## src/rtl/sbp_pkg.sv

```systemverilog
package sbp_pkg;

    typedef enum logic [1:0] {
        SB_EMPTY  = 2'd0,
        SB_STREAM = 2'd1,
        SB_HOLD   = 2'd2
    } sb_state_e;

endpackage

```

## src/rtl/sbp_entries.sv

```systemverilog
module sbp_entries #(
    parameter int DEPTH  = 4,
    parameter int ADDR_W = 26,
    parameter int DATA_W = 64
) (
    input  logic                              clk,
    input  logic                              rst_n,
    input  logic                              alloc,
    input  logic [ADDR_W-1:0]                 alloc_base,
    input  logic                              pop,
    input  logic [$clog2(DEPTH)-1:0]          pop_slot,
    input  logic [ADDR_W-1:0]                 pop_addr,
    input  logic                              fill_we,
    input  logic [$clog2(DEPTH)-1:0]          fill_slot,
    input  logic [DATA_W-1:0]                 fill_data,
    output logic [DEPTH-1:0][ADDR_W-1:0]      slot_addr,
    output logic [DEPTH-1:0]                  slot_rdy,
    output logic [DEPTH-1:0][DATA_W-1:0]      slot_data
);
    localparam int SLOT_W = $clog2(DEPTH);

    // One storage slot per queue position; a restart rewrites every slot
    // with consecutive addresses starting at slot 0.
    for (genvar g = 0; g < DEPTH; g++) begin : g_slot
        always_ff @(posedge clk) begin
            if (!rst_n) begin
                slot_addr[g] <= '0;
                slot_rdy[g]  <= 1'b0;
                slot_data[g] <= '0;
            end else if (alloc) begin
                slot_addr[g] <= alloc_base + ADDR_W'(g);
                slot_rdy[g]  <= 1'b0;
            end else if (pop && pop_slot == SLOT_W'(g)) begin
                slot_addr[g] <= pop_addr;
                slot_rdy[g]  <= 1'b0;
            end else if (fill_we && fill_slot == SLOT_W'(g)) begin
                slot_data[g] <= fill_data;
                slot_rdy[g]  <= 1'b1;
            end
        end
    end

endmodule

```

## src/rtl/sbp_issue.sv

```systemverilog
module sbp_issue #(
    parameter int ADDR_W = 26,
    parameter int TAG_W  = 5
) (
    input  logic              clk,
    input  logic              rst_n,
    input  logic              cand_valid,
    input  logic [ADDR_W-1:0] cand_addr,
    input  logic [TAG_W-1:0]  cand_tag,
    output logic              take,
    output logic              pf_valid,
    input  logic              pf_ready,
    output logic [ADDR_W-1:0] pf_addr,
    output logic [TAG_W-1:0]  pf_tag
);
    // Output register: loads a new request only when empty or draining.
    assign take = cand_valid && (!pf_valid || pf_ready);

    always_ff @(posedge clk) begin
        if (!rst_n) begin
            pf_valid <= 1'b0;
            pf_addr  <= '0;
            pf_tag   <= '0;
        end else if (take) begin
            pf_valid <= 1'b1;
            pf_addr  <= cand_addr;
            pf_tag   <= cand_tag;
        end else if (pf_ready) begin
            pf_valid <= 1'b0;
        end
    end

endmodule

```

## src/rtl/sbp_ctrl.sv

```systemverilog
module sbp_ctrl
    import sbp_pkg::*;
#(
    parameter int DEPTH   = 4,
    parameter int ADDR_W  = 26,
    parameter int DATA_W  = 64,
    parameter int EPOCH_W = 3
) (
    input  logic                                   clk,
    input  logic                                   rst_n,
    input  logic                                   lk_valid,
    input  logic [ADDR_W-1:0]                      lk_addr,
    input  logic                                   lk_cache_hit,
    output logic                                   lk_ready,
    input  logic                                   fill_valid,
    input  logic [EPOCH_W+$clog2(DEPTH)-1:0]       fill_tag,
    input  logic [DATA_W-1:0]                      fill_data,
    input  logic [DEPTH-1:0][ADDR_W-1:0]           slot_addr,
    input  logic [DEPTH-1:0]                       slot_rdy,
    input  logic [DEPTH-1:0][DATA_W-1:0]           slot_data,
    input  logic                                   take,
    output logic                                   alloc,
    output logic [ADDR_W-1:0]                      alloc_base,
    output logic                                   pop,
    output logic [$clog2(DEPTH)-1:0]               pop_slot,
    output logic [ADDR_W-1:0]                      pop_addr,
    output logic                                   fill_we,
    output logic [$clog2(DEPTH)-1:0]               fill_slot,
    output logic                                   cand_valid,
    output logic [ADDR_W-1:0]                      cand_addr,
    output logic [EPOCH_W+$clog2(DEPTH)-1:0]       cand_tag,
    output logic                                   rsp_valid,
    output logic                                   rsp_hit,
    output logic [DATA_W-1:0]                      rsp_data
);
    localparam int SLOT_W = $clog2(DEPTH);
    localparam int CNT_W  = $clog2(DEPTH + 1);
    localparam int TAG_W  = EPOCH_W + SLOT_W;
    localparam logic [CNT_W-1:0] FULL = CNT_W'(DEPTH);

    sb_state_e            state_q, state_d;
    logic [SLOT_W-1:0]    head_q;
    logic [CNT_W-1:0]     nis_q;      // entries from head already requested
    logic [EPOCH_W-1:0]   epoch_q;

    logic [ADDR_W-1:0]    head_addr;
    logic                 head_rdy;
    logic [SLOT_W-1:0]    f_slot;
    logic [EPOCH_W-1:0]   f_epoch;
    logic [SLOT_W-1:0]    f_rel;
    logic                 fill_ok;
    logic                 acc;
    logic                 restart;
    logic                 hit_now;
    logic                 release_w;
    logic [SLOT_W-1:0]    cand_slot;

    assign head_addr = slot_addr[head_q];
    assign head_rdy  = slot_rdy[head_q];
    assign f_slot    = fill_tag[SLOT_W-1:0];
    assign f_epoch   = fill_tag[TAG_W-1:SLOT_W];
    assign f_rel     = f_slot - head_q;
    assign fill_ok   = fill_valid && (state_q != SB_EMPTY) && (f_epoch == epoch_q)
                     && (CNT_W'(f_rel) < nis_q) && !slot_rdy[f_slot];

    // State register
    always_ff @(posedge clk) begin
        if (!rst_n) state_q <= SB_EMPTY;
        else        state_q <= state_d;
    end

    // Next state and control outputs
    always_comb begin
        state_d   = state_q;
        restart   = 1'b0;
        hit_now   = 1'b0;
        release_w = 1'b0;
        lk_ready  = (state_q != SB_HOLD);
        acc       = lk_valid && lk_ready && !lk_cache_hit;
        unique case (state_q)
            SB_EMPTY: begin
                if (acc) begin
                    restart = 1'b1;           // allocate
                    state_d = SB_STREAM;
                end
            end
            SB_STREAM: begin
                if (acc) begin
                    if (lk_addr == head_addr) begin
                        if (head_rdy) hit_now = 1'b1;       // consume
                        else          state_d = SB_HOLD;    // pend
                    end else begin
                        restart = 1'b1;                     // restart
                    end
                end
            end
            SB_HOLD: begin
                if (fill_ok && f_slot == head_q) begin
                    release_w = 1'b1;                       // release
                    state_d   = SB_STREAM;
                end
            end
            default: state_d = SB_EMPTY;
        endcase

        alloc      = restart;
        alloc_base = lk_addr + ADDR_W'(1);
        pop        = hit_now || release_w;
        pop_slot   = head_q;
        pop_addr   = head_addr + ADDR_W'(DEPTH);
        fill_we    = fill_ok && !release_w && !restart;
        fill_slot  = f_slot;
        cand_slot  = head_q + SLOT_W'(nis_q);
        cand_valid = (state_q != SB_EMPTY) && (nis_q < FULL) && !restart;
        cand_addr  = slot_addr[cand_slot];
        cand_tag   = {epoch_q, cand_slot};
    end

    // Queue pointers, generation and response registers
    always_ff @(posedge clk) begin
        if (!rst_n) begin
            head_q    <= '0;
            nis_q     <= '0;
            epoch_q   <= '0;
            rsp_valid <= 1'b0;
            rsp_hit   <= 1'b0;
            rsp_data  <= '0;
        end else begin
            if (restart) begin
                head_q  <= '0;
                nis_q   <= '0;
                epoch_q <= epoch_q + EPOCH_W'(1);
            end else begin
                head_q <= head_q + SLOT_W'(pop);
                nis_q  <= nis_q + CNT_W'(take) - CNT_W'(pop);
            end
            rsp_valid <= restart || hit_now || release_w;
            rsp_hit   <= hit_now || release_w;
            if (hit_now)        rsp_data <= slot_data[head_q];
            else if (release_w) rsp_data <= fill_data;
            else                rsp_data <= '0;
        end
    end

endmodule

```

## src/rtl/seq_stream_prefetch.sv

```systemverilog
module seq_stream_prefetch #(
    parameter int DEPTH   = 4,
    parameter int ADDR_W  = 26,
    parameter int DATA_W  = 64,
    parameter int EPOCH_W = 3
) (
    input  logic                                clk,
    input  logic                                rst_n,
    input  logic                                lk_valid,
    input  logic [ADDR_W-1:0]                   lk_addr,
    input  logic                                lk_cache_hit,
    output logic                                lk_ready,
    output logic                                rsp_valid,
    output logic                                rsp_hit,
    output logic [DATA_W-1:0]                   rsp_data,
    output logic                                pf_valid,
    input  logic                                pf_ready,
    output logic [ADDR_W-1:0]                   pf_addr,
    output logic [EPOCH_W+$clog2(DEPTH)-1:0]    pf_tag,
    input  logic                                fill_valid,
    input  logic [EPOCH_W+$clog2(DEPTH)-1:0]    fill_tag,
    input  logic [DATA_W-1:0]                   fill_data
);
    localparam int SLOT_W = $clog2(DEPTH);
    localparam int TAG_W  = EPOCH_W + SLOT_W;

    logic [DEPTH-1:0][ADDR_W-1:0] slot_addr;
    logic [DEPTH-1:0]             slot_rdy;
    logic [DEPTH-1:0][DATA_W-1:0] slot_data;
    logic                         alloc, pop, fill_we, take, cand_valid;
    logic [ADDR_W-1:0]            alloc_base, pop_addr, cand_addr;
    logic [SLOT_W-1:0]            pop_slot, fill_slot;
    logic [TAG_W-1:0]             cand_tag;

    sbp_ctrl #(
        .DEPTH(DEPTH), .ADDR_W(ADDR_W), .DATA_W(DATA_W), .EPOCH_W(EPOCH_W)
    ) u_ctrl (
        .clk(clk), .rst_n(rst_n),
        .lk_valid(lk_valid), .lk_addr(lk_addr), .lk_cache_hit(lk_cache_hit),
        .lk_ready(lk_ready),
        .fill_valid(fill_valid), .fill_tag(fill_tag), .fill_data(fill_data),
        .slot_addr(slot_addr), .slot_rdy(slot_rdy), .slot_data(slot_data),
        .take(take),
        .alloc(alloc), .alloc_base(alloc_base),
        .pop(pop), .pop_slot(pop_slot), .pop_addr(pop_addr),
        .fill_we(fill_we), .fill_slot(fill_slot),
        .cand_valid(cand_valid), .cand_addr(cand_addr), .cand_tag(cand_tag),
        .rsp_valid(rsp_valid), .rsp_hit(rsp_hit), .rsp_data(rsp_data)
    );

    sbp_entries #(
        .DEPTH(DEPTH), .ADDR_W(ADDR_W), .DATA_W(DATA_W)
    ) u_entries (
        .clk(clk), .rst_n(rst_n),
        .alloc(alloc), .alloc_base(alloc_base),
        .pop(pop), .pop_slot(pop_slot), .pop_addr(pop_addr),
        .fill_we(fill_we), .fill_slot(fill_slot), .fill_data(fill_data),
        .slot_addr(slot_addr), .slot_rdy(slot_rdy), .slot_data(slot_data)
    );

    sbp_issue #(
        .ADDR_W(ADDR_W), .TAG_W(TAG_W)
    ) u_issue (
        .clk(clk), .rst_n(rst_n),
        .cand_valid(cand_valid), .cand_addr(cand_addr), .cand_tag(cand_tag),
        .take(take),
        .pf_valid(pf_valid), .pf_ready(pf_ready),
        .pf_addr(pf_addr), .pf_tag(pf_tag)
    );

endmodule

```

## config.mk

```make
export PLATFORM = sky130hd
export DESIGN_NAME = seq_stream_prefetch
export DESIGN_NICKNAME = d
export VERILOG_FILES = /design/src/rtl/sbp_pkg.sv /design/src/rtl/sbp_entries.sv /design/src/rtl/sbp_issue.sv /design/src/rtl/sbp_ctrl.sv /design/src/rtl/seq_stream_prefetch.sv
export SDC_FILE = /design/constraint.sdc
export NUM_CORES = 1
export LEC_CHECK = 0
export BUFFER_PORTS_ARGS = -buffer_cell sky130_fd_sc_hd__buf_2
export CORE_MARGIN = 3
export CORE_UTILIZATION = 60
export DETAILED_ROUTE_END_ITERATION = 7
export PLACE_DENSITY_LB_ADDON = 0.12
export SYNTH_ARGS = -nofsm -noshare
export SYNTH_HDL_FRONTEND = slang
export SYNTH_HIERARCHICAL = 1
export SYNTH_SLANG_ARGS = --single-unit
```

## constraint.sdc

```tcl
create_clock -name clk -period 5.9 [get_ports clk]
set_clock_uncertainty 0.05 [all_clocks]
set_input_delay 1.18 -clock clk [delete_from_list [all_inputs] [get_ports clk]]
set_output_delay 1.18 -clock clk [all_outputs]
set_load 0.03 [all_outputs]
```

After elaboration in Yosys (flattened, before gate mapping):

Index checks and enable logic that the tools add are counted.

* input bits: 101
* output and inout bits: 99
* logic and storage cells: 147
* register bits: 472

* bitwise gates (word level): 6
* equality and inequality tests: 17
* muxes and demuxes: 38
* reductions and logical operators: 48
* magnitude comparators: 5
* add/subtract/negate cells: 11

Operators by type and width (number)
* $mux 26: 10
* $mux 64: 3
* $bmux 64 s2: 1
* $bmux 26 s2: 2
* $add 26x1->26 const B: 2
* $add 26x2->26 const B: 2
* $add 26x3->26 const B: 1
* $eq 26x26->1: 1
* $logic_and 1x1->1: 20
* $mux 1: 13
* $reduce_and 3->1: 4
* $reduce_bool 2->1: 6
* $reduce_or 3->1: 4
* $eq 2x2->1 const B: 5
* $mux 2: 5
* $lt 2x3->1 const B: 3
* $ne 2x1->1 const B: 4
* $eq 2x1->1 const B: 3
* $logic_not 2->1: 3
* $not 1->1: 6
* $pmux 2 s3: 1
* $logic_not 1->1: 5
* $reduce_and 5->1: 1
* $bmux 1 s2: 2
* other kinds (14): 18

Depth between registers and ports, before layout:

Gate-level depths: netlist of run 1.

* depth in word-level cells: 13
* depth in mapped cells: 20
* depth with buffers taken out: 17

By module:

Netlist of run 1, hierarchy kept.

Modules (own cells, without submodules)
* sbp_entries: instances 1, cells each 1867, sequential area each 7287.0 um^2, area each 15019.4 um^2
* sbp_ctrl: instances 1, cells each 669, sequential area each 1521.5 um^2, area each 7669.9 um^2
* sbp_issue: instances 1, cells each 139, sequential area each 640.6 um^2, area each 1317.5 um^2

Least setup slack after synthesis of run 1:

OpenSTA, ideal clock, no wires.

* kind: input to register
* start: input port fill_tag[0]
* end: register u_entries/slot_data[67] (netlist name)
* slack: 1.431 ns
* setup time: 0.132 ns
* arrival: 4.287 ns
* required time: 5.718 ns
* stages: 19
* buffers on the path: 6
* path through: inv_1 ha_1 xnor2_1 ha_1 a21boi_0 o21ba_2 nor4_1 nor2b_1 buf_4 buf_6 or2_2 clkbuf_2 and3b_1 buf_2 or4_1 clkbuf_1 clkbuf_1 nand2_1 a21oi_1

* elaborated cells between the ends (all ways): 20
* those cells by class: add/sub (1); order compare (1); eq/ne (2); mux (4); bitwise (1); reduce/logical (11)

RTL lines
* from (decl): line seq_stream_prefetch.sv:21 `input logic [EPOCH_W+$clog2(DEPTH)-1:0] fill_tag,`
* $sub 2x2->2 / $bmux 1 s2 (equally long branches): line sbp_ctrl.sv:62, sbp_ctrl.sv:64
* $lt 2x3->1 / $mux 1 (equally long branches): line sbp_ctrl.sv:64 `&& (CNT_W'(f_rel) < nis_q) && !slot_rdy[f_slot];`
* $logic_and 1x1->1 / $logic_not 1->1 (equally long branches): line sbp_ctrl.sv:64
* $logic_and 1x1->1: line sbp_ctrl.sv:64
* $logic_and 1x1->1 (*): line sbp_ctrl.sv:98 `if (fill_ok && f_slot == head_q) begin`
* $mux 1 (*): line sbp_ctrl.sv:98
* $mux 1 (*): line sbp_ctrl.sv:80 `unique case (state_q)`
* $logic_or 1x1->1 (*): line sbp_ctrl.sv:108 `pop = hit_now || release_w;`
* named net pop: line seq_stream_prefetch.sv:30 `logic alloc, pop, fill_we, take, cand_valid;`
* $logic_and 1x1->1 (*): line sbp_entries.sv:33 `end else if (pop && pop_slot == SLOT_W'(g)) begin`
* $not 1->1 (no line) (*)
* $reduce_and 3->1 (no line) (*)
* to (signal, indexed assignment): line sbp_entries.sv:37 `slot_data[g] <= fill_data;`
* to (decl): line sbp_entries.sv:18 `output logic [DEPTH-1:0][DATA_W-1:0] slot_data`

Mark *: on every way through the listed nets, which the timed path passes. The rest lies on a longest branch. The select of a mux whose other input is x is not followed.
A chain may end at the register's enable or synchronous reset.

Worst setup path in the final report of run 1:

* start: register u_ctrl.head_q[0] (netlist: u_ctrl/pop_slot[0])
* end: register u_entries/slot_data[8] (netlist name)

* elaborated cells between the ends (all ways): 31
* those cells by class: add/sub (1); order compare (1); eq/ne (2); mux (13); bitwise (2); reduce/logical (12)

RTL lines
* from (decl): line sbp_ctrl.sv:42 `logic [SLOT_W-1:0] head_q;`
* from (signal assigned): line sbp_ctrl.sv:134 `head_q <= head_q + SLOT_W'(pop);`
* $bmux 26 s2: line sbp_ctrl.sv:58 `assign head_addr = slot_addr[head_q];`
* $mux 26 (implied by the code): line sbp_ctrl.sv:58
* $eq 26x26->1: line sbp_ctrl.sv:89 `if (lk_addr == head_addr) begin`
* $mux 1: line sbp_ctrl.sv:89
* $mux 1: line sbp_ctrl.sv:88 `if (acc) begin`
* $pmux 1 s2: line sbp_ctrl.sv:80
* named net alloc: line seq_stream_prefetch.sv:30
* $logic_not 1->1: line sbp_ctrl.sv:111 `fill_we = fill_ok && !release_w && !restart;`
* $logic_and 1x1->1: line sbp_ctrl.sv:111
* named net fill_we: line seq_stream_prefetch.sv:30
* $logic_and 1x1->1: line sbp_entries.sv:36 `end else if (fill_we && fill_slot == SLOT_W'(g)) begin`
* $reduce_and 3->1 (no line)

The timed path passes the listed nets, and every way through them passes these cells. The select of a mux whose other input is x is not followed.

==> results of run 1 <==
## layout make-up
cell class | count | area [um2]
flip-flops and latches | 472 | 9460
diodes | 5 | 12.5
repair buffers | 254 | 1510
clock inverters | 22 | 358
well taps | 518 | 648
multi-input cells | 1957 | 13300
inverters | 18 | 76.3
clock buffers | 69 | 1410
fillers | 3154 | 12300
## metrics by stage
| stage | cell area [um2] | setup WS (ns) | hold slack [ns] |
|---|---|---|---|
| floorplan | 24000 | 1.43 | 0.383 |
| CTS | 26800 | 0.981 | 0.403 |
| finish | 26800 | 0.886 | 0.401 |
| detailed placement | 25000 | 1.01 | 0.395 |
| global route | 26800 | 0.612 | 0.419 |
| global placement | 25000 | 1.11 | 0.387 |
## power by group through the flow
stage / registers, W / logic, W / clock network, W
2_1_floorplan: 0.00335 / 0.000377 / 0
3_3_place_gp: 0.00335 / 0.000565 / 0
3_5_place_dp: 0.00335 / 0.000575 / 0
4_1_cts: 0.00328 / 0.000580 / 0.00342
5_1_grt: 0.00329 / 0.000637 / 0.00355
6_report: 0.00328 / 0.000596 / 0.00339
## flip-flops by register name, indices dropped and copies added (netlist names)
signal and cells:
u_ctrl/pop_slot 2, u_ctrl/nis_q 3, u_issue/pf_addr 26, u_ctrl/rsp_valid 1, u_ctrl/state_q 2, u_issue/pf_valid 1, u_entries/slot_data 256, u_entries/slot_rdy 4
u_entries/slot_addr 104, u_issue/pf_tag 5, u_ctrl/epoch_q 3, u_ctrl/rsp_data 64, u_ctrl/rsp_hit 1
## metal layers
layer,GRT usage,part of all wire
met1,0.455,0.41
met4,0.124,0.027
met5,0,0.00059
met2,0.522,0.46
met3,0.0784,0.11
## worst paths after layout
kind	endpoint	cells past startpoint
setup / recovery	u_entries/slot_data[8]	11
hold / removal	u_entries/slot_data[242]	2
setup reg to reg	u_entries/slot_data[8]	11
hold reg to reg	u_entries/slot_data[242]	2
## placed cells by master (no fill, tap or decap), types with 39 or more instances in the layout
| master | Yosys | routed |
|---|---|---|
| clkbuf_16 | 0 | 51 |
| mux4_2 | 118 | 118 |
| xnor2_1 | 86 | 85 |
| a21oi_2 | 44 | 44 |
| dfxtp_1 | 472 | 470 |
| mux2i_1 | 77 | 77 |
| a21oi_1 | 294 | 294 |
| buf_2 | 59 | 198 |
| o21ai_0 | 46 | 46 |
| nand2_1 | 725 | 725 |
| nand4_1 | 39 | 39 |
| nand3_1 | 55 | 55 |
| buf_4 | 15 | 48 |
| nand3_2 | 44 | 44 |
| nor2_1 | 69 | 69 |
## tightest hold or removal path, cell delays in order (launching register included)
cell     delay [ns]
dfxtp_1        0.30
nand2_1        0.05
a21oi_1        0.05
## kinds of logic after synthesis
group                    Yosys count
AND/OR/NAND/NOR                 1088
AO/OA/AOI/OAI                    503
flip-flops                       472
buffers and inverters            246
multiplexers                     233
XOR/XNOR                         119
adder cells (fa/ha/maj)           14
==> run_results.csv, run 1 <==
group,metric,value,unit
synthesis,yosysTopAreaCellShare,0.394,
timing,relSlewSlack,0.184,
floorplan,dieArea,42400,um2
power_and_ir_drop,ir_worst_vdd,0.000225,V
cts,cts_htree_levels,2,
cts,cts_resized,0,
synthesis,synthFlopType,"dfxtp_1",
synthesis,synth_top_area_cell,"dfxtp_1",
power_and_ir_drop,p_per_area,271,nW/um2
timing,setup_tns,0,ns
drt,drc_errors,0,
power_and_ir_drop,p_switching,0.00178,W
drt,drtIter0Drc,2294,
synthesis,synth-edff-count,0,
setup_path,cp.arrival,5.40,ns
hold_path,hold_path_class,"reg2reg",
place,port_buffers,199,
cells_and_area,final_net_count,2868,
power_and_ir_drop,leakagePower,9.30,nW
outcome,outcome,"complete, no violations",
setup_path,worst-setup-path-type,"reg2reg",
power_and_ir_drop,power_frac_seq,0.452,
drt,drt_wl_total,72600,um
synthesis,synth_compound_area_frac,0.128,
grt,grt_pass1_wl,112000,um
cells_and_area,drive_above_1_share,0.223,
synthesis,ys_top_cells_by_area,"dfxtp_1, nand2_1, mux4_2",
setup_path,worst-path-buf-inv,1,
grt,grt.overflow.total,0,
floorplan,num_rows,72,
floorplan,fp.dieH,206,um
drt,wl_per_cell,21.9,um
grt,grt_max_degree,161,
cells_and_area,area_growth,11.7,%
timing,fin_crit_sh,0.850,
setup_path,r2r-start,"u_ctrl/pop_slot[0]",
drt,firstDrtPassIters,6,
synthesis,synthCells,2675,
power_and_ir_drop,p_clk_frac,0.466,
synthesis,synth_xor_area_frac,0.0456,
setup_path,worst_setup_path_end_kind,"register",
grt,antenna_found_initial,9,
setup_path,cp_cell_sequence,"mux4_2, xnor2_1, nand4_1, nor4_2, a2111oi_4, nor3b_2, or3b_2, or3_2, buf_4, nand2_1, a21oi_1",
floorplan,io_pins,200,
cells_and_area,layoutNonFillerInstCount,3315,
synthesis,synth_top_family_by_area,"simple AND/OR/NAND/NOR gates",
synthesis,ys_types,71,
timing,finalSetupViolCount,0,
drt,vias,20939,
setup_path,slowest_stage,"dfxtp_4",
synthesis,synth-simple-area-share,0.211,
floorplan,dieWidth,206,um
power_and_ir_drop,p_total,0.00726,W
timing,max_freq,199,MHz
setup_path,r2r_slack,0.89,ns
setup_path,max_stage_delay,0.75,ns
synthesis,synth_fa_ha_area_frac,0.00761,
power_and_ir_drop,p_comb_frac,0.082,
cts,root_buffer,"clkbuf_16",
synthesis,synthesis.area,24000,um2
cells_and_area,post-route-util,0.686,
cts,clock_sinks,472,
cts,cts_made_buffers,50,
setup_path,critPathMaxFanout,64,
cts,insertion_delay,0.62,ns
setup_path,crit_path_start,"u_ctrl/pop_slot[0]",
synthesis,async_flop_share,0,
setup_path,required,6.29,ns
place,post-place-cells,3219,
synthesis,synth_commonest_cells,"nand2_1, dfxtp_1, a21oi_1",
setup_path,crit_path_start_kind,"register",
synthesis,syn_avg_cell_area,8.97,um2
synthesis,ys.warnings.count,6,
cts,cts.path.max_buffers,3,
synthesis,synth.most_common_cell,"nand2_1",
synthesis,synth_fp_nets,2790,
hold_path,hp-start,"u_entries/slot_data[242]",
drt,viasPerCell,6.32,
synthesis,yosysSeqAreaShare,0.394,
timing,final_max_slew_viol_count,0,
synthesis,synthMuxAreaShare,0.161,
timing,tightest_slew,1.22,ns
place,hpwl,44000,um
place,place.gp.congestion,0.967,
grt,grt.total_usage,0.334,
cts,path_clk_slew,0.06,ns
cts,tritoncts,"done",
timing,period_minus_slack,5.01,ns
setup_path,crit_family,"simple AND/OR/NAND/NOR gates",
cts,postCtsSetupRepairBufs,0,
grt,grt_pass1_vias,20650,
power_and_ir_drop,p_int,0.00549,W
synthesis,ys_ff_latch,472,
cts,cts_hold_buffers,0,
timing,hold_viol_final,0,
drt,ant_nets,0,
power_and_ir_drop,switching_share,0.245,
floorplan,fp.coreArea,39100,um2
flow_run,cap_violations,0,
floorplan,initial_utilization,0.614,
timing,rsz0062_at_grt,"false",
No activity file was read; power rests on OpenSTA's default activity.
==> run 2: changes to the inputs <==
==> constraint.sdc (replaced) <==
create_clock -name clk -period 4.8 [get_ports clk]
set_clock_uncertainty 0.05 [all_clocks]
set_input_delay 0.96 -clock clk [delete_from_list [all_inputs] [get_ports clk]]
set_output_delay 0.96 -clock clk [all_outputs]
set_load 0.03 [all_outputs]
==> run 2 against run 1 <==
Effect of this change: maximum frequency up 11%; sequential power rose by 23%; critical path type unchanged; clock-buffer cell count rose by 2; cell count grew 0.87%; register-to-register slack worse by 0.62 ns; global-route usage barely moved.
==> run_results.csv, run 2 (synthesized netlist as in run 1, its figures left out) <==
group,metric,value,unit
cells_and_area,final_common_cell,"nand2_1",
drt,firstDrtPassIters,6,
floorplan,fp.dieH,206,um
setup_path,crit_path_start_kind,"register",
drt,vias,20973,
floorplan,io_pins,200,
setup_path,cp_num_cells,15,
cells_and_area,largest_register_ffs,256,
setup_path,r2r_slack,0.27,ns
setup_path,required,5.20,ns
setup_path,crit_family,"simple AND/OR/NAND/NOR gates",
place,post-place-cells,3253,
grt,grt_pass1_vias,20222,
power_and_ir_drop,switching_share,0.245,
setup_path,crit_end,"u_ctrl/nis_q[2]",
power_and_ir_drop,p_comb_frac,0.085,
timing,max_freq,221,MHz
timing,final_max_slew_viol_count,0,
cts,cts_htree_levels,2,
cts,tritoncts,"done",
power_and_ir_drop,p_int,0.00664,W
floorplan,dieArea,42400,um2
timing,finalSetupViolCount,0,
cts,root_buffer,"clkbuf_16",
cts,insertion_delay,0.60,ns
power_and_ir_drop,p_clk_frac,0.456,
setup_path,rr_worst_depth,15,
timing,setup_tns,0,ns
cells_and_area,layoutNonFillerInstCount,3344,
grt,grt.overflow.total,0,
drt,drtIter0Drc,2469,
cts,postCtsSetupRepairBufs,0,
drt,drt_wl_total,72200,um
setup_path,crit_path_start,"u_ctrl/pop_slot[0]",
cells_and_area,drive_above_1_share,0.231,
drt,ant_nets,0,
drt,viasPerCell,6.27,
cts,path_clk_slew,0.06,ns
floorplan,num_rows,72,
setup_path,worst_setup_path_end_kind,"register",
cts,cts_resized,0,
setup_path,slowest_stage,"mux4_2",
drt,drc_errors,0,
grt,grt_max_degree,136,
cells_and_area,reg_top3,"u_entries/slot_data (256), u_entries/slot_addr (104), u_ctrl/rsp_data (64)",
cts,cts_made_buffers,50,
timing,hold_viol_final,0,
hold_path,hp-start,"u_entries/slot_data[155]",
setup_path,cp.arrival,4.93,ns
setup_path,r2r-start,"u_ctrl/pop_slot[0]",
cells_and_area,area_growth,12.9,%
flow_run,cap_violations,0,
setup_path,worst-path-buf-inv,3,
timing,fin_crit_sh,0.945,
timing,relSlewSlack,0.260,
place,place.gp.congestion,0.962,
setup_path,worst-setup-path-type,"reg2reg",
timing,setup_slack,0.266,ns
cts,clock_sinks,472,
grt,antenna_found_initial,7,
power_and_ir_drop,p_per_area,324,nW/um2
floorplan,dieWidth,206,um
setup_path,max_stage_delay,0.62,ns
power_and_ir_drop,ir_worst_vdd,0.000275,V
cts,cts_hold_buffers,0,
power_and_ir_drop,leakagePower,9.47,nW
power_and_ir_drop,p_switching,0.00215,W
setup_path,r2r-end,"u_ctrl/nis_q[2]",
cells_and_area,fillers,3111,
timing,tightest_slew,1.11,ns
cells_and_area,final_net_count,2902,
grt,grt_pass1_wl,112000,um
cells_and_area,final_cell_mix,"nand2_1, dfxtp_1, a21oi_1",
cells_and_area,post-route-util,0.693,
timing,period_minus_slack,4.53,ns
grt,grt.total_usage,0.334,
place,port_buffers,199,
outcome,outcome,"complete, no violations",
floorplan,fp.coreArea,39100,um2
drt,wl_per_cell,21.6,um
setup_path,cp_cell_sequence,"buf_12, mux4_2, xnor2_1, nand4_1, nor4_4, and2_1, or2_2, ha_1, inv_1, ha_1, inv_1, fa_1, xor2_1, xnor2_1, nor3_2",
cts,cts.path.max_buffers,3,
setup_path,critPathMaxFanout,23,
floorplan,initial_utilization,0.614,
timing,hold_slack,0.400,ns
timing,rsz0062_at_grt,"false",
cells_and_area,regMostFlops,"u_entries/slot_data",
place,hpwl,45300,um
hold_path,hold_path_class,"reg2reg",
power_and_ir_drop,power_frac_seq,0.459,
place,dp_slack,0.420,ns
## run 2: changes by cell type in the layout (fill, tap and decap cells not counted), sizes merged
cell,previous run,this run
buf,254,288
bufinv,8,6
clkbuf,69,71
clkinvlp,3,1
diode,5,3
inv,18,17
## run 2: tightest hold or removal path, delay by kind of cell, from the launching register on
family | cells | cell delay [ns]
DFF | 1 | 0.30
AOI/OAI and AO/OA | 1 | 0.05
and+or+nand+nor | 1 | 0.05
## run 2: worst min-delay path by stage
stage,endpoint,cells after the start
global route,u_entries/slot_data[191],2
floorplan,u_entries/slot_data[128],2
detailed placement,u_entries/slot_data[188],2
finish,u_entries/slot_data[155],2
global placement,u_entries/slot_data[90],2
CTS,u_entries/slot_data[141],2
## run 2: cell type report
| class | count | area, um2 | share of cell area |
|---|---|---|---|
| clock inverter | 17 | 260 | 0.00960 |
| multi-input combinational | 1957 | 13300 | 0.492 |
| sequential | 472 | 9460 | 0.349 |
| antenna | 3 | 7.51 | 0.000277 |
| clock buffer | 71 | 1420 | 0.0525 |
| inverter | 18 | 76.3 | 0.00282 |
| tap | 518 | 648 | 0.0239 |
| timing repair buffer | 288 | 1890 | 0.0698 |
## run 2: per-stage QoR
step                instance area [um2]  total power [W]
floorplan                         24000          0.00458
global placement                  25400          0.00482
detailed placement                25400          0.00484
CTS                               27100          0.00881
global route                      27100          0.00904
finish                            27100          0.00879
## run 2: routing by layer
layer  wire [um]  share of wire  up-vias  track usage
met5          41        0.00057        -            0
met4        2040          0.028        6        0.103
met1       29300           0.41    10081        0.462
li1            -              -     9606            -
met2       33000           0.46     1106        0.523
met3        7880           0.11      174       0.0799
## run 2: power groups by stage
stage,Clock (W),Sequential [W],Combinational [W]
detailed placement,0,0.00412,0.000726
floorplan,0,0.00411,0.000464
global route,0.00420,0.00404,0.000800
finish,0.00400,0.00403,0.000749
CTS,0.00405,0.00403,0.000731
global placement,0,0.00411,0.000713
